$ cat config.mk
export PLATFORM = sky130hd
export DESIGN_NAME = pin_change_irq
export DESIGN_NICKNAME = d
export VERILOG_FILES = /design/src/rtl/pci_pkg.sv /design/src/rtl/pci_rst_sync.sv /design/src/rtl/pci_sync.sv /design/src/rtl/pci_edge_bank.sv /design/src/rtl/pci_regs.sv /design/src/rtl/pin_change_irq.sv
export SDC_FILE = /design/constraint.sdc
export NUM_CORES = 1
export LEC_CHECK = 0
export ABC_CLOCK_PERIOD_IN_PS = 2900
export BUFFER_PORTS_ARGS = -buffer_cell sky130_fd_sc_hd__buf_2
export CAP_MARGIN = 20
export CORE_ASPECT_RATIO = 1.2
export CORE_MARGIN = 2
export CORE_UTILIZATION = 50
export CTS_BUF_LIST = sky130_fd_sc_hd__clkbuf_4 sky130_fd_sc_hd__clkbuf_8
export CTS_CLUSTER_SIZE = 25
export DETAILED_ROUTE_END_ITERATION = 8
export PLACE_DENSITY_LB_ADDON = 0.25
export SYNTH_ARGS = -nofsm -noshare
export SYNTH_HDL_FRONTEND = slang
export SYNTH_HIERARCHICAL = 1
export SYNTH_SLANG_ARGS = --single-unit
$ cat constraint.sdc
create_clock -name clk -period 2.9 [get_ports clk]
set_clock_uncertainty 0.1 [all_clocks]
set_input_delay 0.435 -clock clk [delete_from_list [all_inputs] [get_ports clk]]
set_output_delay 0.435 -clock clk [all_outputs]
set_load 0.005 [all_outputs]
$ cat src/rtl/pci_pkg.sv
package pci_pkg;
  localparam int unsigned ADDR_W = 3;

  typedef enum logic [ADDR_W-1:0] {
    RA_RISE_A = 3'd0,
    RA_RISE_B = 3'd1,
    RA_FALL_A = 3'd2,
    RA_FALL_B = 3'd3,
    RA_FLAG_A = 3'd4,
    RA_FLAG_B = 3'd5,
    RA_CTRL   = 3'd6,
    RA_NONE   = 3'd7
  } pci_addr_e;

  localparam int unsigned CTRL_EN_BIT  = 0;
  localparam int unsigned CTRL_SUM_BIT = 1;
endpackage

$ cat src/rtl/pci_rst_sync.sv
module pci_rst_sync (
  input  logic clk,
  input  logic rst_n,
  output logic rst_sync_n
);
  logic [1:0] chain_q;
  logic [1:0] chain_d;

  always_comb begin
    chain_d = {chain_q[0], 1'b1};
  end

  always_ff @(posedge clk or negedge rst_n) begin
    if (!rst_n) begin
      chain_q <= 2'b00;
    end else begin
      chain_q <= chain_d;
    end
  end

  assign rst_sync_n = chain_q[1];
endmodule

$ cat src/rtl/pci_sync.sv
module pci_sync #(
  parameter int unsigned WIDTH  = 16,
  parameter int unsigned STAGES = 2
) (
  input  logic             clk,
  input  logic [WIDTH-1:0] din_i,
  output logic [WIDTH-1:0] dout_o
);
  // Synchronizer flops carry no reset; they settle while reset is held.
  logic [WIDTH-1:0] stage_q [STAGES];

  always_ff @(posedge clk) begin
    stage_q[0] <= din_i;
    for (int s = 1; s < STAGES; s++) begin
      stage_q[s] <= stage_q[s-1];
    end
  end

  assign dout_o = stage_q[STAGES-1];
endmodule

$ cat src/rtl/pci_edge_bank.sv
module pci_edge_bank #(
  parameter int unsigned NPIN = 16
) (
  input  logic            clk,
  input  logic            rst_n,
  input  logic [NPIN-1:0] smp_i,
  input  logic [NPIN-1:0] rise_en_i,
  input  logic [NPIN-1:0] fall_en_i,
  input  logic [NPIN-1:0] clr_mask_i,
  output logic [NPIN-1:0] hit_o,
  output logic [NPIN-1:0] flags_o
);
  logic            armed_q;
  logic [NPIN-1:0] prev_q;
  logic [NPIN-1:0] prev_d;
  logic [NPIN-1:0] flags_q;
  logic [NPIN-1:0] flags_d;
  logic [NPIN-1:0] hit;

  // Per-pin edge comparison against the previous synchronized sample.
  for (genvar p = 0; p < NPIN; p++) begin : g_pin
    logic went_up;
    logic went_down;
    assign went_up   = smp_i[p] & ~prev_q[p];
    assign went_down = ~smp_i[p] & prev_q[p];
    assign hit[p]    = armed_q & ((went_up & rise_en_i[p]) |
                                  (went_down & fall_en_i[p]));
  end

  // Next state: detection has priority over a software clear.
  always_comb begin
    prev_d  = smp_i;
    flags_d = (flags_q & ~clr_mask_i) | hit;
  end

  // The first cycle after reset only primes prev_q from the live samples.
  always_ff @(posedge clk or negedge rst_n) begin
    if (!rst_n) begin
      armed_q <= 1'b0;
      prev_q  <= '0;
      flags_q <= '0;
    end else begin
      armed_q <= 1'b1;
      prev_q  <= prev_d;
      flags_q <= flags_d;
    end
  end

  assign hit_o   = hit;
  assign flags_o = flags_q;


  flag_hold_chk: assert property (@(posedge clk) disable iff (!rst_n)
    1'b1 |=> ((flags_q & $past(flags_q & ~clr_mask_i)) == $past(flags_q & ~clr_mask_i)));


  set_wins_chk: assert property (@(posedge clk) disable iff (!rst_n)
    1'b1 |=> ((flags_q & $past(hit)) == $past(hit)));


  no_spurious_set_chk: assert property (@(posedge clk) disable iff (!rst_n)
    1'b1 |=> ((flags_q & ~$past(flags_q) & ~$past(hit)) == '0));


  prime_quiet_chk: assert property (@(posedge clk) disable iff (!rst_n)
    !armed_q |=> (flags_q == '0));
endmodule

$ cat src/rtl/pci_regs.sv
module pci_regs
  import pci_pkg::*;
#(
  parameter int unsigned PORT_W = 8
) (
  input  logic                clk,
  input  logic                rst_n,
  input  logic                bus_sel_i,
  input  logic                bus_we_i,
  input  logic [ADDR_W-1:0]   bus_addr_i,
  input  logic [PORT_W-1:0]   bus_wdata_i,
  output logic [PORT_W-1:0]   bus_rdata_o,
  input  logic [2*PORT_W-1:0] flags_i,
  output logic [2*PORT_W-1:0] rise_en_o,
  output logic [2*PORT_W-1:0] fall_en_o,
  output logic [2*PORT_W-1:0] clr_mask_o,
  output logic                master_en_o,
  output logic                summary_o
);
  localparam int unsigned NPIN = 2 * PORT_W;

  logic [NPIN-1:0] rise_q, rise_d;
  logic [NPIN-1:0] fall_q, fall_d;
  logic            en_q, en_d;
  logic            wr;
  logic            summary;

  assign wr      = bus_sel_i & bus_we_i;
  assign summary = |flags_i;

  // Next-state for the configuration registers.
  always_comb begin
    rise_d = rise_q;
    fall_d = fall_q;
    en_d   = en_q;
    if (wr) begin
      unique case (bus_addr_i)
        RA_RISE_A: rise_d[PORT_W-1:0]    = bus_wdata_i;
        RA_RISE_B: rise_d[NPIN-1:PORT_W] = bus_wdata_i;
        RA_FALL_A: fall_d[PORT_W-1:0]    = bus_wdata_i;
        RA_FALL_B: fall_d[NPIN-1:PORT_W] = bus_wdata_i;
        RA_CTRL:   en_d                  = bus_wdata_i[CTRL_EN_BIT];
        default:   ;
      endcase
    end
  end

  // Clearing writes: a zero bit in the write data clears that flag.
  always_comb begin
    clr_mask_o = '0;
    if (wr && (bus_addr_i == RA_FLAG_A)) begin
      clr_mask_o[PORT_W-1:0] = ~bus_wdata_i;
    end
    if (wr && (bus_addr_i == RA_FLAG_B)) begin
      clr_mask_o[NPIN-1:PORT_W] = ~bus_wdata_i;
    end
  end

  always_ff @(posedge clk or negedge rst_n) begin
    if (!rst_n) begin
      rise_q <= '0;
      fall_q <= '0;
      en_q   <= 1'b0;
    end else if (wr) begin
      rise_q <= rise_d;
      fall_q <= fall_d;
      en_q   <= en_d;
    end
  end

  // Combinational read mux.
  always_comb begin
    bus_rdata_o = '0;
    if (bus_sel_i) begin
      unique case (bus_addr_i)
        RA_RISE_A: bus_rdata_o = rise_q[PORT_W-1:0];
        RA_RISE_B: bus_rdata_o = rise_q[NPIN-1:PORT_W];
        RA_FALL_A: bus_rdata_o = fall_q[PORT_W-1:0];
        RA_FALL_B: bus_rdata_o = fall_q[NPIN-1:PORT_W];
        RA_FLAG_A: bus_rdata_o = flags_i[PORT_W-1:0];
        RA_FLAG_B: bus_rdata_o = flags_i[NPIN-1:PORT_W];
        RA_CTRL: begin
          bus_rdata_o[CTRL_EN_BIT]  = en_q;
          bus_rdata_o[CTRL_SUM_BIT] = summary;
        end
        default: bus_rdata_o = '0;
      endcase
    end
  end

  assign rise_en_o   = rise_q;
  assign fall_en_o   = fall_q;
  assign master_en_o = en_q;
  assign summary_o   = summary;


  cfg_stable_chk: assert property (@(posedge clk) disable iff (!rst_n)
    !wr |=> ($stable(rise_q) && $stable(fall_q) && $stable(en_q)));
endmodule

$ cat src/rtl/pin_change_irq.sv
module pin_change_irq
  import pci_pkg::*;
#(
  parameter int unsigned PORT_W      = 8,
  parameter int unsigned SYNC_STAGES = 2
) (
  input  logic              clk,
  input  logic              rst_n,
  input  logic [PORT_W-1:0] pins_a_i,
  input  logic [PORT_W-1:0] pins_b_i,
  input  logic              sleep_i,
  input  logic              bus_sel_i,
  input  logic              bus_we_i,
  input  logic [ADDR_W-1:0] bus_addr_i,
  input  logic [PORT_W-1:0] bus_wdata_i,
  output logic [PORT_W-1:0] bus_rdata_o,
  output logic              irq_o,
  output logic              wake_o
);
  localparam int unsigned NPIN = 2 * PORT_W;

  logic            rst_sync_n;
  logic [NPIN-1:0] smp;
  logic [NPIN-1:0] rise_en;
  logic [NPIN-1:0] fall_en;
  logic [NPIN-1:0] clr_mask;
  logic [NPIN-1:0] hit;
  logic [NPIN-1:0] flags;
  logic            master_en;
  logic            summary;

  pci_rst_sync u_rst (
    .clk        (clk),
    .rst_n      (rst_n),
    .rst_sync_n (rst_sync_n)
  );

  pci_sync #(.WIDTH(NPIN), .STAGES(SYNC_STAGES)) u_sync (
    .clk    (clk),
    .din_i  ({pins_b_i, pins_a_i}),
    .dout_o (smp)
  );

  pci_edge_bank #(.NPIN(NPIN)) u_bank (
    .clk        (clk),
    .rst_n      (rst_sync_n),
    .smp_i      (smp),
    .rise_en_i  (rise_en),
    .fall_en_i  (fall_en),
    .clr_mask_i (clr_mask),
    .hit_o      (hit),
    .flags_o    (flags)
  );

  pci_regs #(.PORT_W(PORT_W)) u_regs (
    .clk         (clk),
    .rst_n       (rst_sync_n),
    .bus_sel_i   (bus_sel_i),
    .bus_we_i    (bus_we_i),
    .bus_addr_i  (bus_addr_i),
    .bus_wdata_i (bus_wdata_i),
    .bus_rdata_o (bus_rdata_o),
    .flags_i     (flags),
    .rise_en_o   (rise_en),
    .fall_en_o   (fall_en),
    .clr_mask_o  (clr_mask),
    .master_en_o (master_en),
    .summary_o   (summary)
  );

  assign irq_o  = master_en & summary;
  assign wake_o = sleep_i & irq_o;


  irq_gated_chk: assert property (@(posedge clk) disable iff (!rst_sync_n)
    (!master_en && (hit != '0)) |=> !irq_o);


  wake_cause_chk: assert property (@(posedge clk) disable iff (!rst_sync_n)
    wake_o |-> (irq_o && sleep_i && (flags != '0)));
endmodule

-- Word level (Yosys, flattened, before mapping)
Memories as Yosys holds them, arrays and structs flattened.
Cells that the tools add are included.
- flip-flop bits (word level): 68
- bits in writable memories: 32
- output and inout port bits: 10
- word-level logic and storage cells: 165
- memories: 1
- equal/unequal tests: 6
- muxes and demuxes: 5
- bitwise operators: 135
- reductions and logical operators: 9
- memory list (memory ; words ; width ; rd ports ; clocked after memory_dff ; write ports ; RTL line ; text):
    u_sync.stage_q ; 2 ; 16 ; 2 ; 0 ; 2 ; pci_sync.sv:10 ; logic [WIDTH-1:0] stage_q [STAGES];
- operator list (kind ; count):
    AND 1 bit ; 83
    one-hot mux 6 bit (6 select lines) ; 1
    inverter 1 bit ; 32
    two-way mux 8 bit ; 3
    AND 16 bit ; 1
    inverter 16 bit ; 1
    bitwise OR 1 bit ; 16
    bitwise OR 16 bit ; 1
    OR reduction 16 bit ; 1
    one-hot mux 2 bit (7 select lines) ; 1
    AND reduction 2 bit ; 5
    == test 3 bit, second input constant ; 3
    inverter 8 bit ; 1
    == test 3 x 2 -> 1 bit, second input constant ; 2
    == test 3 x 1 -> 1 bit, second input constant ; 1
    logical NOT 3 bit ; 1
    logical AND 1 bit ; 2

-- Longest topological paths before layout
An unclocked memory read counts as a cell.
- depth in word-level cells: 7
- gate-level depth with buffers: 8

-- Modules after synthesis
The synthesis kept the hierarchy.
- modules (own cells, without submodules) (module ; instances ; cells each ; area an instance (um2) ; seq. area each (um2)):
    pci_regs ; 1 ; 160 ; 1900.6 ; 825.8
    pci_edge_bank ; 1 ; 117 ; 1383.8 ; 825.8
    pci_sync ; 1 ; 48 ; 760.7 ; 640.6
    pci_rst_sync ; 1 ; 3 ; 53.8 ; 50.0
    pin_change_irq ; 1 ; 2 ; 12.5 ; 0.0

-- Worst setup path after synthesis
OpenSTA, ideal clock, no wires.
- path type: input to output
- start: in bus_addr_i[1]
- end: out bus_rdata_o[5]
- data arrival time: 1.323 ns
- data required time: 2.365 ns
- setup slack: 1.042 ns
- stages: 6
- buffers on the path: 2
- cells stage by stage: buf_4 buf_2 mux4_2 inv_1 o22ai_1 and2_1
- word-level cells in the longest chain between the ends: 3
- ends and longest elaborated chain (what ; RTL line ; text):
    start, declared ; pin_change_irq.sv:14 ; input logic [ADDR_W-1:0] bus_addr_i,
    == test 3 bit, or another cell as far along ; pci_regs.sv:75 ; unique case (bus_addr_i)
    one-hot mux 6 bit (6 select lines) * ; pci_regs.sv:75 ;
    two-way mux 8 bit * ; pci_regs.sv:74 ; if (bus_sel_i) begin
    end, declared ; pin_change_irq.sv:16 ; output logic [PORT_W-1:0] bus_rdata_o,
Mark *: on every way between the ends. The rest lies on a longest branch, timed or not.

-- Final worst setup path
- start: in bus_addr_i[0]
- end: out bus_rdata_o[1]
- word-level cells in the longest chain between the ends: 3
- ends and longest elaborated chain (what ; RTL line):
    == test 3 bit, or another cell as far along ; pci_regs.sv:75
    one-hot mux 2 bit (7 select lines) * ; pci_regs.sv:75
    two-way mux 8 bit * ; pci_regs.sv:74
Marked as above.

==> summary.txt <==
STA
  – Max Slew Vio Count: 0
  – Final hold slack: 0.0773 ns
  – Setup violators final: 0
  – RSZ-0062 raised after global routing: false
  – Tcrit/Tclk final: 83.9%
  – Final hold vios: 0
  – Final period demand of the worst path: 2.43 ns
  – Least-Margin Pin Slew: 0.653 ns
  – Max Freq: 411 MHz
  – Slew margin rel.: 56.5%
  – Final setup TNS: 0 ns

Clocking
  – CTS Buf Count: 9
  – Clk buf depth: 2
  – Sinks on Clock Net: 100
  – Resized Gates After CTS: 0
  – Clock-pin slew on the worst setup and hold paths: 0.09 ns
  – Root Buffer: clkbuf_8
  – H-tree depth: 3
  – Post-CTS Setup Bufs: 0
  – Worst-skew pair later-pin latency: 0.35 ns
  – CTS tree: done

Logic synthesis
  – Cell Area, Synth: 0.00405 mm2
  – Warnings, synthesis: 6
  – Syn nets: 346
  – Avg Cell Area, Syn: 12.9 um2
  – Mapped Cells: 314

Power
  – Total power: 3.10 mW
  – Power Density: 703 mW/mm2
  – Worst vdd ir: 0.356 mV
  – Leakage: 1.92 nW

Placement
  – Hpwl dp: 5430 um
  – Final Wtd Congestion: 0.800
  – Dpl cells: 419
  – Dpl cell area: 0.00415 mm2
  – Buffers on Ports: 41

Die
  – Horiz. Die Dim: 86.2 um
  – Row cnt: 35
  – Io pins: 42
  – Die Height: 103 um
  – Die area: 0.00884 mm2
  – Placeable Area: 0.00775 mm2
  – Initial Util: 52.3%

Route
  – DRC viols: 0
  – Wire per inst: 18.5 um
  – Via count: 2518
  – Via density: 5.76
  – Final WL: 8100 um
  – DR iter-0 viols: 164
  – Remaining antenna violation count: 0
  – Pre-antenna DRT Iters: 4

Cells and area
  – Final Non-Filler Cells: 437
  – Synth-to-Final Area Change: 8.86%
  – Register Area: 0.00234 mm2
  – Fraction of layout cells with a size suffix above 1: 31.0%
  – Ant. Diodes: 0
  – Fillers: 650
  – Fin area: 0.00441 mm2
  – Multi-input logic area: 0.00145 mm2
  – Layout net count: 372

Flow run
  – Count of maximum capacitance violations: 0

GRT
  – Largest net degree at the start of global routing: 33
  – Total Routing Usage GR: 19.7%
  – Antenna violations before repair: 0
  – First-pass GRT wire length: 13000 um
  – Total gr overflow: 0
  – Number of global-route vias before repair: 2454

Worst setup path
  – CP Max Fanout: 14
  – CP arrival: 1.90 ns
  – CP required: 2.37 ns
  – Setup CP Type: input port to output port
  – Crit. End Element: output port
  – CP startpoint kind: input port

Status
  – Status: complete, no violations

Worst hold path
  – Hold crit path type: input port to register
[what timing repair did]
item / CTS / global route
endpoints found under the setup margin: 0 / 0
endpoints found under the hold margin: 2 / 0
hold buffers: 1 / 0
[per-stage QoR]
| stage | setup slack, ns | util, % |
|---|---|---|
| after CTS | 0.460 | 56.5 |
| after global routing | 0.270 | 56.9 |
| after global placement | 0.527 | 53.5 |
| final | 0.466 | 56.9 |
| after detailed placement | 0.458 | 53.5 |
| after floorplan | 0.766 | - |
[metal layers]
layer | vias to the layer above | track usage (%) | share of wire (%)
li1 | 1162 | - | -
met1 | 1281 | 26.2 | 45
met2 | 67 | 32.1 | 49
met3 | 8 | 4.80 | 4.7
met4 | 0 | 6.25 | 1.6
met5 | - | 0 | 0
[power breakdown]
part           total (mW)  switching, mW  internal (mW)
clock network       0.975          0.465          0.510
registers            1.74          0.162           1.58
logic               0.389          0.160          0.228
[flip-flops by register name (all words and copies together), names as in the netlist]
| name | count |
|---|---|
| u_sync/stage_q | 32 |
| u_bank/flags_o | 16 |
| u_bank/prev_q | 16 |
| u_regs/fall_en_o | 16 |
| u_regs/rise_en_o | 16 |
| u_rst/chain_q | 2 |
| u_bank/armed_q | 1 |
| u_regs/master_en_o | 1 |
[cells in the final DEF, fill, tap and decap left out, types with 2 or more instances in the layout]
| cell | count |
|---|---|
| dfrtp_1 | 67 |
| buf_2 | 41 |
| mux2_2 | 33 |
| nand4b_1 | 32 |
| dfxtp_1 | 32 |
| nand3_1 | 19 |
| nor2_1 | 19 |
| nand2b_1 | 17 |
| mux2i_1 | 13 |
| clkbuf_8 | 10 |
| o22ai_1 | 6 |
| and2_1 | 5 |
| mux4_2 | 5 |
| inv_1 | 4 |
| nor4_1 | 4 |
| buf_4 | 3 |
| nand2_1 | 3 |
| and3_1 | 2 |
| clkinv_2 | 2 |
| bufinv_16 | 2 |
| conb_1 | 2 |
| nand2b_4 | 2 |
| nand3b_1 | 2 |
| o21a_1 | 2 |
| nor2_2 | 2 |
[critical path, cell delays in order]
cell	delay [ns]
buf_2	0.34
buf_4	0.31
mux2i_1	0.23
o22ai_1	0.11
a311oi_1	0.26
nor2_1	0.08
buf_2	0.13
[cell type report]
cell class	count	share of cell area (%)
clock inverters	6	1.96
inverters	4	0.340
flip-flops and latches	100	53.1
clock buffers	10	3.12
repair buffers	46	6.01
well taps	92	2.61
multi-input cells	179	32.8
[final timing paths]
path,slack [ns],end,cells past startpoint,from
min in group asynchronous,0.16,u_regs/fall_en_o[7],0,u_rst/chain_q[1]
min,0.08,u_sync/stage_q[0][4],1,pins_a_i[4]
max reg2reg,1.56,u_bank/flags_o[12],3,u_bank/armed_q
max in group asynchronous,1.83,u_bank/flags_o[13],1,u_rst/chain_q[1]
max,0.47,bus_rdata_o[1],7,bus_addr_i[0]
min reg2reg,0.16,u_regs/fall_en_o[7],0,u_rst/chain_q[1]
Power figures use the tool's default switching activity.
